$ cat src/rtl/lane_deskew_pkg.sv
// Shared types and constants for the four-lane deskew block.
// Assumes one code-group per lane per clock, already decoded to
// an 8-bit value plus a control flag by the per-lane synchronizer.
package lane_deskew_pkg;

    localparam int CODE_W = 8;
    localparam logic [CODE_W-1:0] ALIGN_VALUE = 8'h7C;

    typedef struct packed {
        logic              ctrl;
        logic [CODE_W-1:0] value;
    } code_grp_t;

    // True when a code-group is the alignment marker
    function automatic logic is_align(code_grp_t c);
        return c.ctrl && (c.value == ALIGN_VALUE);
    endfunction

endpackage

$ cat src/rtl/lane_fifo.sv
// Per-lane elastic FIFO with an arm-and-hold read pointer.
// Writes one code-group every cycle. While unarmed, the read pointer
// shadows the write pointer. The first alignment code-group arms the
// lane and parks the read pointer on it until the controller says run.
// Assumes DEPTH is a power of two (pointers wrap by bit truncation).
module lane_fifo
    import lane_deskew_pkg::*;
#(
    parameter int DEPTH = 8
) (
    input  logic      clk,
    input  logic      rst_n,
    input  code_grp_t in_word,
    input  logic      flush,
    input  logic      run,
    output logic      armed,
    output logic      full,
    output code_grp_t head
);
    localparam int PTR_W = $clog2(DEPTH);
    localparam logic [PTR_W:0] FULL_OCC = (PTR_W+1)'(DEPTH);

    code_grp_t        mem [DEPTH];
    logic [PTR_W:0]   wr_ptr;
    logic [PTR_W:0]   rd_ptr;
    logic [PTR_W:0]   occ;

    assign occ  = wr_ptr - rd_ptr;
    assign full = armed && (occ == FULL_OCC);
    assign head = mem[rd_ptr[PTR_W-1:0]];

    // Storage: every incoming code-group is written
    always_ff @(posedge clk) begin
        mem[wr_ptr[PTR_W-1:0]] <= in_word;
    end

    // Pointer and arm control
    always_ff @(posedge clk) begin
        if (!rst_n) begin
            wr_ptr <= '0;
            rd_ptr <= '0;
            armed  <= 1'b0;
        end else begin
            wr_ptr <= wr_ptr + 1'b1;
            if (flush) begin
                armed  <= 1'b0;
                rd_ptr <= wr_ptr;
            end else if (!armed) begin
                rd_ptr <= wr_ptr;
                if (is_align(in_word)) armed <= 1'b1;
            end else if (run) begin
                rd_ptr <= rd_ptr + 1'b1;
            end
        end
    end

    AST_NO_OVERFLOW: assert property (@(posedge clk) disable iff (!rst_n)
        occ <= FULL_OCC);
    AST_HEAD_IS_ALIGN: assert property (@(posedge clk) disable iff (!rst_n)
        $rose(armed) |-> is_align(head));

endmodule

$ cat src/rtl/align_monitor.sv
// Watches the deskewed output columns and keeps the alignment status.
// Counts consecutive complete alignment columns to acquire, pulses an
// error on a partial column, and drops status on any lane's sync loss.
// There is deliberately no timer on the absence of alignment columns.
module align_monitor #(
    parameter int LANES    = 4,
    parameter int ACQ_COLS = 4
) (
    input  logic             clk,
    input  logic             rst_n,
    input  logic             col_valid,
    input  logic [LANES-1:0] col_is_a,
    input  logic             sync_all,
    output logic             partial,
    output logic             align_status,
    output logic             deskew_error
);
    localparam int CNT_W = $clog2(ACQ_COLS + 1);
    localparam logic [CNT_W-1:0] CNT_LAST = CNT_W'(ACQ_COLS - 1);

    logic             all_a;
    logic [CNT_W-1:0] acq_cnt;

    assign all_a   = &col_is_a;
    assign partial = col_valid && (|col_is_a) && !all_a;

    // Acquisition counter, status level and error pulse
    always_ff @(posedge clk) begin
        if (!rst_n) begin
            align_status <= 1'b0;
            deskew_error <= 1'b0;
            acq_cnt      <= '0;
        end else if (!sync_all) begin
            align_status <= 1'b0;
            deskew_error <= 1'b0;
            acq_cnt      <= '0;
        end else if (partial) begin
            align_status <= 1'b0;
            deskew_error <= 1'b1;
            acq_cnt      <= '0;
        end else begin
            deskew_error <= 1'b0;
            if (col_valid && all_a) begin
                if (acq_cnt >= CNT_LAST) align_status <= 1'b1;
                else                     acq_cnt      <= acq_cnt + 1'b1;
            end
        end
    end

    AST_ERR_PULSE: assert property (@(posedge clk) disable iff (!rst_n)
        deskew_error |=> !deskew_error);
    AST_ERR_DROPS_ALIGN: assert property (@(posedge clk) disable iff (!rst_n)
        deskew_error |-> !align_status);
    AST_SYNC_LOSS: assert property (@(posedge clk) disable iff (!rst_n)
        !sync_all |=> (!align_status && !deskew_error));
    AST_ACQ_ON_ALIGN_COL: assert property (@(posedge clk) disable iff (!rst_n)
        $rose(align_status) |-> $past(col_valid && all_a));

endmodule

$ cat src/rtl/lane_deskew_top.sv
// Four-lane deskew: per-lane elastic FIFOs aligned on a common
// alignment column, a registered column output, and the alignment
// monitor. Assumes inputs are code-group aligned per lane and arrive
// one per cycle on every lane.
module lane_deskew_top
    import lane_deskew_pkg::*;
#(
    parameter int LANES    = 4,
    parameter int DEPTH    = 8,
    parameter int ACQ_COLS = 4
) (
    input  logic                      clk,
    input  logic                      rst_n,
    input  logic [LANES*CODE_W-1:0]   rx_data,
    input  logic [LANES-1:0]          rx_ctrl,
    input  logic [LANES-1:0]          rx_sync,
    output logic [LANES*CODE_W-1:0]   col_data,
    output logic [LANES-1:0]          col_ctrl,
    output logic                      col_valid,
    output logic                      align_status,
    output logic                      deskew_error,
    output logic                      local_fault_req
);
    code_grp_t        in_w  [LANES];
    code_grp_t        heads [LANES];
    logic [LANES-1:0] armed;
    logic [LANES-1:0] full;
    logic [LANES-1:0] col_is_a;
    logic             all_armed;
    logic             sync_all;
    logic             partial;
    logic             flush;
    logic             run;

    assign all_armed = &armed;
    assign sync_all  = &rx_sync;
    assign flush     = !sync_all || partial || ((|full) && !all_armed);
    assign run       = all_armed && !flush;

    for (genvar l = 0; l < LANES; l++) begin : g_lane
        assign in_w[l]     = {rx_ctrl[l], rx_data[l*CODE_W +: CODE_W]};
        assign col_is_a[l] = is_align({col_ctrl[l], col_data[l*CODE_W +: CODE_W]});

        lane_fifo #(.DEPTH(DEPTH)) fifo_i (
            .clk     (clk),
            .rst_n   (rst_n),
            .in_word (in_w[l]),
            .flush   (flush),
            .run     (run),
            .armed   (armed[l]),
            .full    (full[l]),
            .head    (heads[l])
        );

        // Column output register for this lane
        always_ff @(posedge clk) begin
            if (!rst_n) begin
                col_ctrl[l]                   <= 1'b0;
                col_data[l*CODE_W +: CODE_W]  <= '0;
            end else begin
                col_ctrl[l]                   <= heads[l].ctrl;
                col_data[l*CODE_W +: CODE_W]  <= heads[l].value;
            end
        end
    end

    // Column valid flag: only while all lanes read together
    always_ff @(posedge clk) begin
        if (!rst_n) col_valid <= 1'b0;
        else        col_valid <= run;
    end

    align_monitor #(.LANES(LANES), .ACQ_COLS(ACQ_COLS)) mon_i (
        .clk          (clk),
        .rst_n        (rst_n),
        .col_valid    (col_valid),
        .col_is_a     (col_is_a),
        .sync_all     (sync_all),
        .partial      (partial),
        .align_status (align_status),
        .deskew_error (deskew_error)
    );

    assign local_fault_req = !align_status;

    AST_FIRST_COL_ALIGNED: assert property (@(posedge clk) disable iff (!rst_n)
        $rose(col_valid) |-> &col_is_a);

endmodule

$ cat config.mk
export PLATFORM = sky130hd
export DESIGN_NAME = lane_deskew_top
export DESIGN_NICKNAME = d
export VERILOG_FILES = /design/src/rtl/lane_deskew_pkg.sv /design/src/rtl/lane_fifo.sv /design/src/rtl/align_monitor.sv /design/src/rtl/lane_deskew_top.sv
export SDC_FILE = /design/constraint.sdc
export NUM_CORES = 1
export LEC_CHECK = 0
export ABC_AREA = 1
export BUFFER_PORTS_ARGS = -buffer_cell sky130_fd_sc_hd__buf_2
export CORE_MARGIN = 4
export CORE_UTILIZATION = 51
export CTS_BUF_LIST = sky130_fd_sc_hd__clkbuf_16
export CTS_CLUSTER_SIZE = 30
export DETAILED_ROUTE_END_ITERATION = 16
export PLACE_DENSITY = 0.7
export RECOVER_POWER = 25
export SLEW_MARGIN = 20
export SYNTH_ARGS = -nofsm -noshare
export SYNTH_HDL_FRONTEND = slang
export SYNTH_SLANG_ARGS = --single-unit
$ cat constraint.sdc
create_clock -name clk -period 2.34 [get_ports clk]
set_clock_uncertainty 0.1 [all_clocks]
set_input_delay 0.234 -clock clk [delete_from_list [all_inputs] [get_ports clk]]
set_output_delay 0.234 -clock clk [all_outputs]
set_load 0.02 [all_outputs]
## Word level (Yosys, flattened, before mapping)

Memories as Yosys holds them, arrays and structs flattened. A register that Yosys moved wholly into a read port is not among the register bits.
Cells that the tools add are included.

| storage, ports and cells | value |
|---|---|
| register bits | 42 |
| bits in writable memories | 288 |
| output and inout bits | 40 |
| memories | 4 |

| cells by class | value |
|---|---|
| add/sub/neg operators | 13 |
| magnitude comparators | 1 |
| equal/unequal tests | 16 |
| multiplexer cells | 21 |
| bitwise logic cells | 3 |
| reductions and logical operators | 38 |

Memories:

| memory | depth | bits a word | read ports | clocked after Yosys merged registers in | write ports | RTL line | RTL |
|---|---|---|---|---|---|---|---|
| g_lane[0].fifo_i.mem | 8 | 9 | 1 | 1 | 1 | lane_fifo.sv:23 | `code_grp_t mem [DEPTH];` |
| g_lane[1].fifo_i.mem | 8 | 9 | 1 | 1 | 1 | lane_fifo.sv:23 |  |
| g_lane[2].fifo_i.mem | 8 | 9 | 1 | 1 | 1 | lane_fifo.sv:23 |  |
| g_lane[3].fifo_i.mem | 8 | 9 | 1 | 1 | 1 | lane_fifo.sv:23 |  |

Operators with widths:

| cell | number |
|---|---|
| == test 8 x 7 -> 1 bit (second input constant) | 8 |
| two-way mux 4 bit | 12 |
| adder 4 x 1 -> 4 bit (second input constant) | 8 |
| logical AND 1 bit | 17 |
| == test 4 bit (second input constant) | 4 |
| subtractor 4 bit | 4 |
| AND reduction 4 bit | 3 |
| logical NOT 1 bit | 9 |
| two-way mux 1 bit | 9 |
| != test 3 bit (second input constant) | 3 |
| OR reduction 4 bit | 2 |
| AND reduction 5 bit | 1 |
| AND reduction 2 bit | 2 |
| adder 3 x 1 -> 3 bit (second input constant) | 1 |
| >= comparator 3 x 2 -> 1 bit (second input constant) | 1 |
| != test 3 x 2 -> 1 bit (second input constant) | 1 |
| inverter 1 bit | 3 |
| OR reduction 3 bit | 1 |
| logical OR 1 bit | 2 |
| OR reduction 2 bit | 1 |

## Longest topological paths before layout

| depth | value |
|---|---|
| depth in word-level cells | 12 |
| depth in mapped cells | 19 |

## Cells and area by module

Synthesis repeated with hierarchy kept, for this count alone.

| second synthesis, totals | value |
|---|---|
| cell total of the unflattened synthesis | 1,657 |
| area, all modules | 16,364.4 µm² |

Modules (own cells, without submodules):

| module | times used | cells each | area an instance (µm²) | seq. area each (µm²) |
|---|---|---|---|---|
| lane_fifo (g_lane[0].fifo_i ...) | 2 | 393 | 3,798.6 | 2,402.3 |
| lane_fifo (g_lane[3].fifo_i) | 1 | 340 | 3,582.2 | 2,402.3 |
| lane_fifo (g_lane[1].fifo_i) | 1 | 339 | 3,577.2 | 2,402.3 |
| lane_deskew_top | 1 | 153 | 1,282.5 | 740.7 |
| align_monitor | 1 | 39 | 325.3 | 100.1 |

## Least setup slack after synthesis

No wires, ideal clock.

| timing path | value |
|---|---|
| kind | register -> register |
| start | reg g_lane[3].fifo_i.rd_ptr[2] |
| end | reg g_lane[1].fifo_i.rd_ptr[1] |
| library setup time | 113 ps |
| data arrival time | 2,172 ps |
| required time | 2,127 ps |
| setup slack | -45 ps |
| stages on the path, launching flop included | 16 |
| buffers on the path | 2 |
| path through | dfxtp_1 inv_1 clkbuf_1 ha_1 or2_2 nand2_1 nand2_1 nand2_1 nor2_1 nor2_1 nand2_1 nor3_2 buf_4 nand3_1 nand2_1 nor2_1 |

| on the way | value |
|---|---|
| word-level cells in the longest chain between the ends | 9 |

Ends and longest elaborated chain:

| what | RTL line | RTL |
|---|---|---|
| start: declaration | lane_fifo.sv:25 | `logic [PTR_W:0] rd_ptr;` |
| start signal: assignment | lane_fifo.sv:47 | `rd_ptr <= wr_ptr;` |
| start signal: assignment | lane_fifo.sv:49 | `rd_ptr <= wr_ptr;` |
| start signal: assignment | lane_fifo.sv:52 | `rd_ptr <= rd_ptr + 1'b1;` |
| subtractor 4 bit (*) | lane_fifo.sv:28 | `assign occ = wr_ptr - rd_ptr;` |
| == test 4 bit (*) | lane_fifo.sv:29 | `assign full = armed && (occ == FULL_OCC);` |
| logical AND 1 bit (*) | lane_fifo.sv:29 |  |
| OR reduction 4 bit (*) | lane_deskew_top.sv:37 | `assign flush = !sync_all \|\| partial \|\| ((\|full) && !all_armed);` |
| logical AND 1 bit (*) | lane_deskew_top.sv:37 |  |
| logical OR 1 bit (*) | lane_deskew_top.sv:37 |  |
| logical NOT 1 bit | lane_deskew_top.sv:38 | `assign run = all_armed && !flush;` |
| logical AND 1 bit | lane_deskew_top.sv:38 |  |
| != test 3 bit (no line) | - |  |
| end signal: assignment | lane_fifo.sv:47 |  |
| end signal: assignment | lane_fifo.sv:49 |  |
| end signal: assignment | lane_fifo.sv:52 |  |
| end: declaration | lane_fifo.sv:25 |  |

Mark *: on every way between the ends. The rest lies on a longest branch, timed or not.
A chain may end at the register's enable or synchronous reset.

## Worst setup path in the final report

| timing path | value |
|---|---|
| start | reg g_lane[0].fifo_i.rd_ptr[2] |
| end | reg g_lane[1].fifo_i.rd_ptr[1] |

| on the way | value |
|---|---|
| word-level cells in the longest chain between the ends | 9 |

Ends and longest elaborated chain:

| what | RTL line |
|---|---|
| start: declaration | lane_fifo.sv:25 |
| start signal: assignment | lane_fifo.sv:47 |
| start signal: assignment | lane_fifo.sv:49 |
| start signal: assignment | lane_fifo.sv:52 |
| subtractor 4 bit (*) | lane_fifo.sv:28 |
| == test 4 bit (*) | lane_fifo.sv:29 |
| logical AND 1 bit (*) | lane_fifo.sv:29 |
| OR reduction 4 bit (*) | lane_deskew_top.sv:37 |
| logical AND 1 bit (*) | lane_deskew_top.sv:37 |
| logical OR 1 bit (*) | lane_deskew_top.sv:37 |
| logical NOT 1 bit | lane_deskew_top.sv:38 |
| logical AND 1 bit | lane_deskew_top.sv:38 |
| != test 3 bit (no line) | - |

Marks and branches as above.

==> metrics.log <==
[metrics] maximum buffer depth of the clock tree: 3
[metrics] initial antenna violation count: 0
[metrics] unique cell type count in the Yosys netlist: 32
[metrics] outcome: finished clean
[metrics] Syn. warnings: 0
[metrics] Final Max Tran Viols: 0
[metrics] minimum setup slack in the final design: 116 ps
[metrics] half-perimeter wire length of the detailed placement result: 20,600 um
[metrics] average wire per standard cell: 17.4 um
[metrics] Final Hold Vio Count: 0
[metrics] launching element type of the critical path: flip-flop
[metrics] largest net degree at the start of global routing: 41
[metrics] htree depth: 2
[metrics] via count of the first global-routing pass: 9,886
[metrics] flip-flop and latch count after synthesis: 366
[metrics] maximum ir drop on the vdd rail: 0.615 mV
[metrics] final worst-path cycle share: 95.1%
[metrics] Pwr Total: 14.5 mW
[metrics] DRC violation count after routing: 0
[metrics] Std-Cell Rows: 62
[metrics] floorplan core area: 28,800 um^2
[metrics] layout cell share with drive strength beyond 1: 14.9%
[metrics] leakage power total: 6.61 nW
[metrics] path category of the worst min-delay check: in2reg
[metrics] post-synthesis async set-or-reset flop share: 0%
[metrics] Via-to-Cell Ratio: 5.47
[metrics] Port-buffer cells: 81
[metrics] syn_nets: 1,414
[metrics] max_cap viols: 0
[metrics] Gate Count Post-Synth: 1,350
[metrics] crit path DAT: 2540 ps
[metrics] last weighted congestion value of the routability-driven placer: 0.847
[metrics] area used by sequential logic in the layout: 10,200 um^2
[metrics] global router's overall resource usage: 20.9%
[metrics] core occupancy in the finished layout: 62.0%
[metrics] post-synthesis average cell area: 11.0 um^2
[metrics] Via Count: 10.6k
[metrics] antenna-violating nets left: 0
[metrics] TritonCTS Buffers: 38
[metrics] worst path required time: 2660 ps
[metrics] Post-layout nets: 1,599
[metrics] Relative slew margins: 68.4%
[metrics] CP endpoint kind: flip-flop
[metrics] Pre-Repair DR Iteration Count: 5
[metrics] height of the chip: 179 um
[metrics] area fraction of the dominant cell type after synthesis: 58.1%
[metrics] slew at the pin with the worst max-slew slack: 474 ps
[metrics] sequential fraction of the synthesis area: 68.6%
[metrics] area of combinational cells with multiple inputs: 4210 um^2
[metrics] leading post-synthesis cells by cell area: sky130_fd_sc_hd__edfxtp_1, sky130_fd_sc_hd__dfxtp_1, sky130_fd_sc_hd__nor2_1
[metrics] number of top-level pins: 82
[metrics] post-place setup slack: 9.18 ps
[metrics] Primary FF master, synth: sky130_fd_sc_hd__edfxtp_1
[metrics] Horiz. Die Dim: 179 um
[metrics] clock latency reported for the late side of the worst-skew pair: 520 ps
[metrics] most frequent cells in the layout: sky130_fd_sc_hd__edfxtp_1, sky130_fd_sc_hd__nor2_1, sky130_fd_sc_hd__o21ai_0
[metrics] Design Area, Final: 17,800 um^2
[metrics] count of filler cells inserted in the layout: 2,253
[metrics] number of enable flip-flop cells after synthesis: 288
[metrics] register clock-pin slew on the reported worst setup and hold paths: 60 ps
[metrics] Starting Density: 51.7%
[metrics] clk sink count: 366
[metrics] post-layout minimum cycle time: 2220 ps
[metrics] wire length of the first global-routing pass: 52,500 um
[metrics] Routed Wire Length: 34,000 um
[metrics] area post-placement: 16,200 um^2
[metrics] Setup TNS Final: 0 ps
[metrics] Syn Std Cell Area: 14,900 um^2
[metrics] Max Fanout on Critical Path: 8
[metrics] maximum operating frequency: 0.450 GHz
[metrics] full die area: 32,000 um^2
[metrics] cell accounting for the most synthesized area: sky130_fd_sc_hd__edfxtp_1
[metrics] most frequent standard cell in the layout excluding fill and tap cells: sky130_fd_sc_hd__edfxtp_1
[metrics] 1st-iter DRT viols: 848
[metrics] TritonCTS clock tree: done
[metrics] Final setup viols: 0
[metrics] Congestion Overflow GR: 0
[metrics] clock root buffer: sky130_fd_sc_hd__clkbuf_16
[metrics] Pwr per Cell Area: 812 nW/um^2
[metrics] diode insertion count for antenna repair: 0
[metrics] synth-to-layout area growth: 19.8%
[metrics] crit path kind: reg2reg
==> logic make-up after synthesis <==
kind of cell,share of synthesized area [%]
buffers and inverters,3.89
adder cells (fa/ha/maj),1.85
XOR/XNOR,0.883
AND/OR/NAND/NOR,14.4
AO/OA/AOI/OAI,10.3
flip-flops,68.6
==> metal layers <==
metal  vias to the layer above  routed length [um]  track usage (%)
met5                         -                   0                0
met4                         0                 656             5.95
li1                       5128                   -                -
met2                       322               16900             35.1
met1                      5141               14500             28.7
met3                        58                1950             3.08
==> synth_stat cells, types with 3 or more instances <==
cell	count
sky130_fd_sc_hd__nor2_1	293
sky130_fd_sc_hd__edfxtp_1	288
sky130_fd_sc_hd__o21ai_0	194
sky130_fd_sc_hd__nand2_1	122
sky130_fd_sc_hd__dfxtp_1	78
sky130_fd_sc_hd__clkbuf_1	62
sky130_fd_sc_hd__inv_1	57
sky130_fd_sc_hd__nand3_1	46
sky130_fd_sc_hd__nor3_1	40
sky130_fd_sc_hd__a31oi_1	36
sky130_fd_sc_hd__o22ai_1	36
sky130_fd_sc_hd__ha_1	22
sky130_fd_sc_hd__nand4_1	12
sky130_fd_sc_hd__a21oi_1	10
sky130_fd_sc_hd__xnor2_1	9
sky130_fd_sc_hd__xor2_1	6
sky130_fd_sc_hd__buf_2	5
sky130_fd_sc_hd__buf_6	4
sky130_fd_sc_hd__clkinv_1	4
sky130_fd_sc_hd__o31ai_1	4
sky130_fd_sc_hd__or2_2	4
sky130_fd_sc_hd__inv_2	3
sky130_fd_sc_hd__o21ai_1	3
==> flip-flops by register name, summed over array words and instances, names as in the netlist <==
register	flops
col_ctrl	4
col_data	32
col_valid	1
g_lane.fifo_i.armed	4
g_lane.fifo_i.mem	288
g_lane.fifo_i.rd_ptr	16
g_lane.fifo_i.wr_ptr	16
mon_i.acq_cnt	3
mon_i.align_status	1
mon_i.deskew_error	1
==> timing repair <==
action	4_1_cts	5_1_grt
gates cloned	0	1
endpoints found under the setup margin	5	24
hold endpoints to repair	290	0
gates resized for setup	1	26
pin swaps	0	6
buffers inserted	0	3
hold buffers	39	0
==> metrics by stage <==
stage,hold WS [ps],std cells
detailed placement,372,1836
global placement,364,1836
floorplan,233,1350
CTS,13.7,1944
finish,26.0,1948
global route,49.8,1948
==> critical path, cell delays in order, from the launching register on <==
cell and delay (ps):
sky130_fd_sc_hd__dfxtp_2 340, sky130_fd_sc_hd__inv_1 80, sky130_fd_sc_hd__ha_4 250, sky130_fd_sc_hd__or2_2 300, sky130_fd_sc_hd__nand2_1 70, sky130_fd_sc_hd__nand2_1 50, sky130_fd_sc_hd__nand2_1 60, sky130_fd_sc_hd__nand2_1 50
sky130_fd_sc_hd__nand2_1 80, sky130_fd_sc_hd__inv_1 80, sky130_fd_sc_hd__nand2_4 90, sky130_fd_sc_hd__nand2_4 120, sky130_fd_sc_hd__buf_6 160, sky130_fd_sc_hd__nand3_1 60, sky130_fd_sc_hd__nand2_1 70, sky130_fd_sc_hd__nor2_2 110
sky130_fd_sc_hd__nor2_1 50
==> path summary, 6_finish.rpt <==
path | from | end | slack, ps | depth (start not counted)
worst min register to register | mon_i.align_status$_SDFFE_PP0P_ | mon_i.align_status$_SDFFE_PP0P_ | 390 | 2
worst max register to register | g_lane[0].fifo_i.rd_ptr[2]$_SDFFE_PN0P_ | g_lane[1].fifo_i.rd_ptr[1]$_SDFFE_PN0P_ | 120 | 16
worst max-delay path | g_lane[0].fifo_i.rd_ptr[2]$_SDFFE_PN0P_ | g_lane[1].fifo_i.rd_ptr[1]$_SDFFE_PN0P_ | 120 | 16
worst min-delay path | rst_n | col_data[15]$_SDFF_PN0_ | 30 | 3
==> report_power, final <==
part           internal (mW)  total, mW  switching, mW
Combinational          0.488       1.42          0.928
Clock                   3.23       5.59           2.36
Sequential              7.37       7.47          0.106
==> final cells by class <==
class	instances	share of cell area, %
Timing Repair Buffer	217	8.44
Clock inverter	30	1.02
Clock buffer	39	5.47
Sequential cell	366	57.3
Tap cell	384	2.69
Inverter	67	1.48
Multi-Input combinational cell	845	23.6
Note: power is estimated with default switching activity, not from simulation.
